[src/rtl/te_trig_pkg.sv]
package te_trig_pkg;

    typedef enum logic [1:0] {
        TRIG_INTERNAL   = 2'd0,
        TRIG_VSYNC      = 2'd1,
        TRIG_VSYNC_LINE = 2'd2,
        TRIG_RESERVED   = 2'd3
    } trig_mode_e;

    typedef enum logic [1:0] {
        ST_IDLE     = 2'd0,
        ST_WAIT_VS  = 2'd1,
        ST_COUNT_HS = 2'd2,
        ST_FIRE     = 2'd3
    } trig_state_e;

    localparam int unsigned HS_MIN_TICKS       = 2;
    localparam int unsigned VS_MIN_TICKS_FRAME = 4;
    localparam int unsigned VS_MIN_TICKS_LINE  = 2;

endpackage

[src/rtl/te_width_meter.sv]
module te_width_meter #(
    parameter int TICK_W = 8
) (
    input  logic              clk,
    input  logic              rst_n,
    input  logic              level_in,
    input  logic              active_pol,
    output logic [TICK_W-1:0] run_len,
    output logic              run_end
);
    localparam logic [TICK_W-1:0] LEN_MAX = '1;

    logic              act;
    logic              act_d;
    logic [TICK_W-1:0] len_q;

    assign act = (level_in == active_pol);

    always_ff @(posedge clk or negedge rst_n) begin
        if (!rst_n) begin
            act_d <= 1'b0;
            len_q <= '0;
        end else begin
            act_d <= act;
            if (act) begin
                if (len_q != LEN_MAX) len_q <= len_q + 1'b1;
            end else begin
                len_q <= '0;
            end
        end
    end

    assign run_len = len_q;
    assign run_end = act_d && !act;

    AST_LEN_SATURATES: assert property (@(posedge clk) disable iff (!rst_n)
        (act && len_q == LEN_MAX) |=> (len_q == LEN_MAX));

endmodule

[src/rtl/te_pulse_classifier.sv]
module te_pulse_classifier #(
    parameter int TICK_W      = 8,
    parameter int SYNC_STAGES = 2
) (
    input  logic              clk,
    input  logic              rst_n,
    input  logic              te_in,
    input  logic              hs_pol,
    input  logic              vs_pol,
    input  logic [TICK_W-1:0] hs_width,
    input  logic [TICK_W-1:0] vs_width,
    output logic              hs_evt,
    output logic              vs_evt
);
    logic [SYNC_STAGES-1:0] sync_q;
    logic                   te_s;
    logic [TICK_W-1:0]      hs_len;
    logic [TICK_W-1:0]      vs_len;
    logic                   hs_end;
    logic                   vs_end;

    always_ff @(posedge clk or negedge rst_n) begin
        if (!rst_n) begin
            sync_q <= '0;
        end else begin
            sync_q[0] <= te_in;
            for (int i = 1; i < SYNC_STAGES; i++) sync_q[i] <= sync_q[i-1];
        end
    end

    assign te_s = sync_q[SYNC_STAGES-1];

    te_width_meter #(.TICK_W(TICK_W)) i_hs_meter (
        .clk        (clk),
        .rst_n      (rst_n),
        .level_in   (te_s),
        .active_pol (hs_pol),
        .run_len    (hs_len),
        .run_end    (hs_end)
    );

    te_width_meter #(.TICK_W(TICK_W)) i_vs_meter (
        .clk        (clk),
        .rst_n      (rst_n),
        .level_in   (te_s),
        .active_pol (vs_pol),
        .run_len    (vs_len),
        .run_end    (vs_end)
    );

    assign vs_evt = vs_end && (vs_len >= vs_width);
    assign hs_evt = hs_end && (hs_len >= hs_width) && (hs_len < vs_width);

    AST_EVT_EXCLUSIVE: assert property (@(posedge clk) disable iff (!rst_n)
        !(hs_evt && vs_evt));

endmodule

[src/rtl/te_cfg_check.sv]
module te_cfg_check
    import te_trig_pkg::*;
#(
    parameter int TICK_W = 8
) (
    input  logic [1:0]        mode,
    input  logic [TICK_W-1:0] hs_width,
    input  logic [TICK_W-1:0] vs_width,
    output logic              cfg_bad
);
    localparam logic [TICK_W-1:0] HS_MIN       = TICK_W'(HS_MIN_TICKS);
    localparam logic [TICK_W-1:0] VS_MIN_FRAME = TICK_W'(VS_MIN_TICKS_FRAME);
    localparam logic [TICK_W-1:0] VS_MIN_LINE  = TICK_W'(VS_MIN_TICKS_LINE);

    trig_mode_e mode_e;
    logic       common_bad;

    assign mode_e     = trig_mode_e'(mode);
    assign common_bad = (hs_width < HS_MIN) || (hs_width == vs_width);

    always_comb begin
        unique case (mode_e)
            TRIG_INTERNAL:   cfg_bad = 1'b0;
            TRIG_VSYNC:      cfg_bad = common_bad || (vs_width < VS_MIN_FRAME);
            TRIG_VSYNC_LINE: cfg_bad = common_bad || (vs_width < VS_MIN_LINE);
            default:         cfg_bad = 1'b1;
        endcase
    end

endmodule

[src/rtl/te_start_fsm.sv]
module te_start_fsm
    import te_trig_pkg::*;
#(
    parameter int LINE_W = 11
) (
    input  logic              clk,
    input  logic              rst_n,
    input  logic [1:0]        mode,
    input  logic              cfg_bad,
    input  logic              xfer_req,
    input  logic              hs_evt,
    input  logic              vs_evt,
    input  logic [LINE_W-1:0] line_target,
    output logic              start_pulse,
    output logic              sync_err
);
    trig_mode_e        mode_e;
    trig_state_e       state_q;
    trig_state_e       state_d;
    logic [LINE_W-1:0] line_cnt;
    logic [LINE_W-1:0] cnt_inc;

    assign mode_e  = trig_mode_e'(mode);
    assign cnt_inc = line_cnt + 1'b1;

    always_comb begin
        state_d = state_q;
        unique case (state_q)
            ST_IDLE: begin
                if (xfer_req) begin
                    if (mode_e == TRIG_INTERNAL) state_d = ST_FIRE;
                    else if (!cfg_bad)           state_d = ST_WAIT_VS;
                end
            end
            ST_WAIT_VS: begin
                if (mode_e == TRIG_INTERNAL) state_d = ST_FIRE;
                else if (cfg_bad)            state_d = ST_IDLE;
                else if (vs_evt) begin
                    if (mode_e == TRIG_VSYNC || line_target == '0) state_d = ST_FIRE;
                    else                                           state_d = ST_COUNT_HS;
                end
            end
            ST_COUNT_HS: begin
                if (mode_e == TRIG_INTERNAL)                    state_d = ST_FIRE;
                else if (cfg_bad)                               state_d = ST_IDLE;
                else if (hs_evt && (cnt_inc >= line_target))    state_d = ST_FIRE;
            end
            ST_FIRE:  state_d = ST_IDLE;
            default:  state_d = ST_IDLE;
        endcase
    end

    always_ff @(posedge clk or negedge rst_n) begin
        if (!rst_n) state_q <= ST_IDLE;
        else        state_q <= state_d;
    end

    always_ff @(posedge clk or negedge rst_n) begin
        if (!rst_n)                                  line_cnt <= '0;
        else if (state_q != ST_COUNT_HS || vs_evt)   line_cnt <= '0;
        else if (hs_evt)                             line_cnt <= cnt_inc;
    end

    always_ff @(posedge clk or negedge rst_n) begin
        if (!rst_n) sync_err <= 1'b0;
        else        sync_err <= cfg_bad;
    end

    always_comb begin
        start_pulse = (state_q == ST_FIRE);
    end

    AST_FIRE_SINGLE: assert property (@(posedge clk) disable iff (!rst_n)
        start_pulse |=> !start_pulse);
    AST_INTERNAL_START: assert property (@(posedge clk) disable iff (!rst_n)
        (state_q == ST_IDLE && xfer_req && mode_e == TRIG_INTERNAL) |=> start_pulse);
    AST_FRAME_FIRE: assert property (@(posedge clk) disable iff (!rst_n)
        (state_q == ST_WAIT_VS && vs_evt && mode_e == TRIG_VSYNC && !cfg_bad) |=> start_pulse);
    AST_COUNT_HOLDS: assert property (@(posedge clk) disable iff (!rst_n)
        (state_q == ST_COUNT_HS && !hs_evt && !vs_evt) |=> $stable(line_cnt));
    AST_ERR_ABORTS: assert property (@(posedge clk) disable iff (!rst_n)
        ((state_q == ST_WAIT_VS || state_q == ST_COUNT_HS) && cfg_bad) |=> (state_q == ST_IDLE));
    AST_START_HAS_CAUSE: assert property (@(posedge clk) disable iff (!rst_n)
        (start_pulse && $past(state_q) != ST_IDLE)
            |-> $past(vs_evt || hs_evt || mode_e == TRIG_INTERNAL));

endmodule

[src/rtl/te_trigger.sv]
module te_trigger #(
    parameter int TICK_W      = 8,
    parameter int LINE_W      = 11,
    parameter int SYNC_STAGES = 2
) (
    input  logic              clk,
    input  logic              rst_n,
    input  logic              te_in,
    input  logic [1:0]        cfg_mode,
    input  logic              cfg_hs_pol,
    input  logic              cfg_vs_pol,
    input  logic [TICK_W-1:0] cfg_hs_width,
    input  logic [TICK_W-1:0] cfg_vs_width,
    input  logic [LINE_W-1:0] cfg_line,
    input  logic              xfer_req,
    output logic              start_pulse,
    output logic              sync_err
);
    logic hs_evt;
    logic vs_evt;
    logic cfg_bad;

    te_pulse_classifier #(.TICK_W(TICK_W), .SYNC_STAGES(SYNC_STAGES)) i_classifier (
        .clk      (clk),
        .rst_n    (rst_n),
        .te_in    (te_in),
        .hs_pol   (cfg_hs_pol),
        .vs_pol   (cfg_vs_pol),
        .hs_width (cfg_hs_width),
        .vs_width (cfg_vs_width),
        .hs_evt   (hs_evt),
        .vs_evt   (vs_evt)
    );

    te_cfg_check #(.TICK_W(TICK_W)) i_cfg_check (
        .mode     (cfg_mode),
        .hs_width (cfg_hs_width),
        .vs_width (cfg_vs_width),
        .cfg_bad  (cfg_bad)
    );

    te_start_fsm #(.LINE_W(LINE_W)) i_fsm (
        .clk         (clk),
        .rst_n       (rst_n),
        .mode        (cfg_mode),
        .cfg_bad     (cfg_bad),
        .xfer_req    (xfer_req),
        .hs_evt      (hs_evt),
        .vs_evt      (vs_evt),
        .line_target (cfg_line),
        .start_pulse (start_pulse),
        .sync_err    (sync_err)
    );

endmodule

[config.mk]
export PLATFORM = sky130hd
export DESIGN_NAME = te_trigger
export DESIGN_NICKNAME = d
export VERILOG_FILES = /design/src/rtl/te_trig_pkg.sv /design/src/rtl/te_width_meter.sv /design/src/rtl/te_pulse_classifier.sv /design/src/rtl/te_cfg_check.sv /design/src/rtl/te_start_fsm.sv /design/src/rtl/te_trigger.sv
export SDC_FILE = /design/constraint.sdc
export NUM_CORES = 1
export LEC_CHECK = 0
export ABC_CLOCK_PERIOD_IN_PS = 3200
export BUFFER_PORTS_ARGS = -buffer_cell sky130_fd_sc_hd__buf_2
export CORE_MARGIN = 5
export CORE_UTILIZATION = 45
export DETAILED_ROUTE_END_ITERATION = 10
export SLEW_MARGIN = 20
export SYNTH_ARGS = -nofsm -noshare
export SYNTH_HDL_FRONTEND = slang
export SYNTH_SLANG_ARGS = --single-unit
[constraint.sdc]
create_clock -name clk -period 3.2 [get_ports clk]
set_input_delay 0.32 -clock clk [delete_from_list [all_inputs] [get_ports clk]]
set_output_delay 0.32 -clock clk [all_outputs]
set_load 0.05 [all_outputs]
==> impl_metrics.env <==
export IMPL_die_h_um=87.6
export IMPL_multi_input_area_um2=1700
export IMPL_antenna_found_initial=0
export IMPL_p_sw_mw=0.318
export IMPL_fp_coreArea_um2=5890
export IMPL_cts_tree="done"
export IMPL_initial_core_util_pct=46.0
export IMPL_syn_nets=379
export IMPL_tightestPinTransition_ns=0.754
export IMPL_route_detailed_drc=0
export IMPL_antenna_cells=0
export IMPL_routed_wl_mm=5.63
export IMPL_ys_ff_latch=34
export IMPL_post_dp_hpwl_mm=4.68
export IMPL_reg2reg_slack_ns=0.76
export IMPL_clock_power_share_pct=34.6
export IMPL_start_kind="flip-flop"
export IMPL_cts_max_level=2
export IMPL_first_pass_iters=4
export IMPL_p_sw_share_pct=28.9
export IMPL_dieArea_um2=7670
export IMPL_final_setup_skew_ns=0.00475
export IMPL_cp_cell_sequence="ha_1, nand3_1, nor2_1, xor2_1, ha_1, a21oi_1, o21ai_0, nand2_1, a21oi_1, o31ai_1, a2bb2oi_1"
export IMPL_syn_avg_cell_area_um2=8.91
export IMPL_hp_class="in2async"
export IMPL_grt_pass1_vias=2231
export IMPL_critPathKind="reg2reg"
export IMPL_clk_pin_slew_ns=0.07
export IMPL_critPathCaptureType="flip-flop"
export IMPL_utilization_pct=52.1
export IMPL_postCtsResizedCells=0
export IMPL_fillerInstances=579
export IMPL_clockRootBuffer="clkbuf_8"
export IMPL_netlist_area_um2=2710
export IMPL_fmax_ghz=0.410
export IMPL_hold_violations=0
export IMPL_ctsHoldBuffers=0
export IMPL_via_per_inst=5.25
export IMPL_cap_violations=0
export IMPL_num_rows=28
export IMPL_regArea_um2=851
export IMPL_synthCells=304
export IMPL_finalNetCount=418
export IMPL_routedWlPerCell_um=13.4
export IMPL_vias=2199
export IMPL_cp_data_arrival_time_ns=2.59
export IMPL_portBuffers=36
export IMPL_ir_drop_mv=0.243
export IMPL_status="complete, no violations"
export IMPL_slew_headroom_pct=49.7
export IMPL_drive_gt1_share_pct=15.1
export IMPL_rsz0062_at_grt="false"
export IMPL_grtUsageTotal_pct=16.2
export IMPL_synthToLayoutAreaGrowth_pct=13.3
export IMPL_grt_max_degree=35
export IMPL_finalPower_mw=1.10
export IMPL_gp_congestion=0.812
export IMPL_p_leak_nw=1.54
export IMPL_drv_slew=0
export IMPL_synthDistinctLibCells=41
export IMPL_period_minus_slack_ns=2.44
export IMPL_p_int_mw=0.783
export IMPL_cp_required_ns=3.36
export IMPL_crit_family="compound AO/OA/AOI/OAI gates"
export IMPL_slowest_delay_ns=0.42
export IMPL_p_comb_share_pct=20.8
export IMPL_drt_initial_drc_count=111
export IMPL_gr_total_overflow=0
export IMPL_postCtsSetupBuffers=0
export IMPL_path_buf_inv=0
export IMPL_finalSetupViolCount=0
export IMPL_ys_seq_area_share_pct=31.4
export IMPL_layout_commonest_cell="ha_1"
export IMPL_mostFrequentLayoutCells="ha_1 (40), buf_2 (36), dfrtp_1 (34)"
export IMPL_final_antenna_net_count=0
export IMPL_grt_pass1_wl_mm=9.94
export IMPL_cp_slowest_cell="dfrtp_1"
export IMPL_clock_sinks=34
export IMPL_rr_startpoint="i_fsm.line_cnt[0]"
export IMPL_tns_ns=0
export IMPL_ys_warn_count=0
export IMPL_p_per_area_nw_per_um2=359
export IMPL_seqPwrFrac_pct=44.6
export IMPL_reg2reg_to="i_fsm.state_q[0]"
export IMPL_clk_latency_ns=0.28
export IMPL_reg2reg_depth=11
export IMPL_cts_inserted_buffers=5
export IMPL_die_w_um=87.6
export IMPL_clockBufferDepth=2
export IMPL_min_period_over_period_pct=76.2
export IMPL_ios=37
export IMPL_critPathMaxFanout=4
[worst max-delay path by stage]
| stage | from | to | slack (ns) | cells after the start |
|---|---|---|---|---|
| floorplan | i_classifier.i_vs_meter.run_len[2] | i_fsm.line_cnt[5] | 1.09 | 8 |
| global placement | i_fsm.line_cnt[0] | i_fsm.state_q[0] | 0.79 | 11 |
| detailed placement | i_fsm.line_cnt[0] | i_fsm.state_q[0] | 0.74 | 11 |
| CTS | i_fsm.line_cnt[0] | i_fsm.state_q[0] | 0.72 | 11 |
| global route | i_fsm.line_cnt[0] | i_fsm.state_q[0] | 0.56 | 9 |
| finish | i_fsm.line_cnt[0] | i_fsm.state_q[0] | 0.76 | 11 |
[per-stage QoR]
| stage | instance area [um^2] | instances | setup slack [ns] | hold slack [ns] |
|---|---|---|---|---|
| global placement | 2960 | 411 | 0.790 | 0.340 |
| detailed placement | 2960 | 411 | 0.742 | 0.341 |
| global route | 3070 | 419 | 0.561 | 0.139 |
| CTS | 3070 | 419 | 0.722 | 0.130 |
| finish | 3070 | 419 | 0.763 | 0.0955 |
| floorplan | 2710 | 304 | 1.09 | 0.0244 |
[flip-flops by register name, indices dropped and copies added, names as in the netlist]
signal and count:
i_classifier.i_hs_meter.act_d 1, i_classifier.i_vs_meter.run_len 8, i_classifier.sync_q 2, i_classifier.i_vs_meter.act_d 1
i_fsm.sync_err 1, i_fsm.line_cnt 11, i_classifier.i_hs_meter.run_len 8, i_fsm.state_q 2
[worst register-to-register path, cell delays in order (launching register included)]
cell	delay [ns]
dfrtp_1	0.42
ha_1	0.22
nand3_1	0.20
nor2_1	0.26
xor2_1	0.20
ha_1	0.27
a21oi_1	0.13
o21ai_0	0.10
nand2_1	0.08
a21oi_1	0.06
o31ai_1	0.27
a2bb2oi_1	0.10
[synth_stat cells]
master | n | area, um^2
nand3_1 | 16 | 80.1
and4b_1 | 2 | 20.0
a2bb2oi_1 | 1 | 8.76
mux2i_1 | 2 | 20.0
nor4_2 | 1 | 12.5
nand4_1 | 8 | 50.1
a211o_1 | 1 | 8.76
a2111oi_0 | 1 | 8.76
and3_1 | 5 | 31.3
a221oi_1 | 1 | 8.76
dfrtp_1 | 34 | 851
nand2b_1 | 2 | 12.5
nor3_1 | 13 | 65.1
nor3b_1 | 3 | 22.5
a31oi_1 | 6 | 37.5
a2111oi_2 | 1 | 15.0
a311oi_1 | 1 | 8.76
a21o_1 | 2 | 15.0
and4_1 | 2 | 17.5
nand2_1 | 13 | 48.8
o31ai_1 | 1 | 7.51
xor2_1 | 14 | 123
or3_4 | 1 | 11.3
a211oi_1 | 3 | 22.5
o311a_1 | 1 | 10.0
o21ai_0 | 14 | 70.1
nor4_1 | 9 | 56.3
inv_1 | 32 | 120
and2_1 | 3 | 18.8
o211ai_2 | 1 | 12.5
buf_1 | 1 | 3.75
nor2_1 | 30 | 113
buf_6 | 2 | 22.5
xnor2_1 | 18 | 158
clkbuf_1 | 3 | 11.3
a21oi_1 | 10 | 50.1
o21a_1 | 2 | 15.0
nor3b_2 | 1 | 12.5
nor2b_1 | 2 | 12.5
xor2_2 | 1 | 16.3
ha_1 | 40 | 500
[final cells by class]
type / count / share of cell area [%]
well taps: 75 / 3.06
clock buffers: 5 / 2.24
flip-flops and latches: 34 / 27.7
clock inverters: 3 / 1.30
repair buffers: 38 / 6.36
multi-input cells: 232 / 55.4
inverters: 32 / 3.91
[cells by family after synthesis]
family          Yosys count  share of synthesized area (%)
simple gates            111                           21.6
compound gates           46                           11.0
fa+ha+maj                40                           18.5
xor+xnor                 33                           10.9
buf+inv                  38                           5.82
mux                       2                          0.739
flops                    34                           31.4
[routing by layer]
| metal | global-route usage, % | part of all wire (%) | up-vias |
|---|---|---|---|
| li1 | - | - | 1154 |
| met1 | 20.7 | 46 | 1022 |
| met2 | 27.9 | 50 | 19 |
| met3 | 2.35 | 2.7 | 4 |
| met4 | 5.16 | 0.75 | 0 |
| met5 | 0 | 0 | - |
[power by group through the flow]
stage	combinational (mW)	clock, mW	sequential [mW]
finish	0.230	0.381	0.491
global route	0.268	0.413	0.495
CTS	0.234	0.394	0.491
detailed placement	0.232	0	0.499
global placement	0.230	0	0.499
floorplan	0.159	0	0.493
Power figures use the tool's default switching activity.
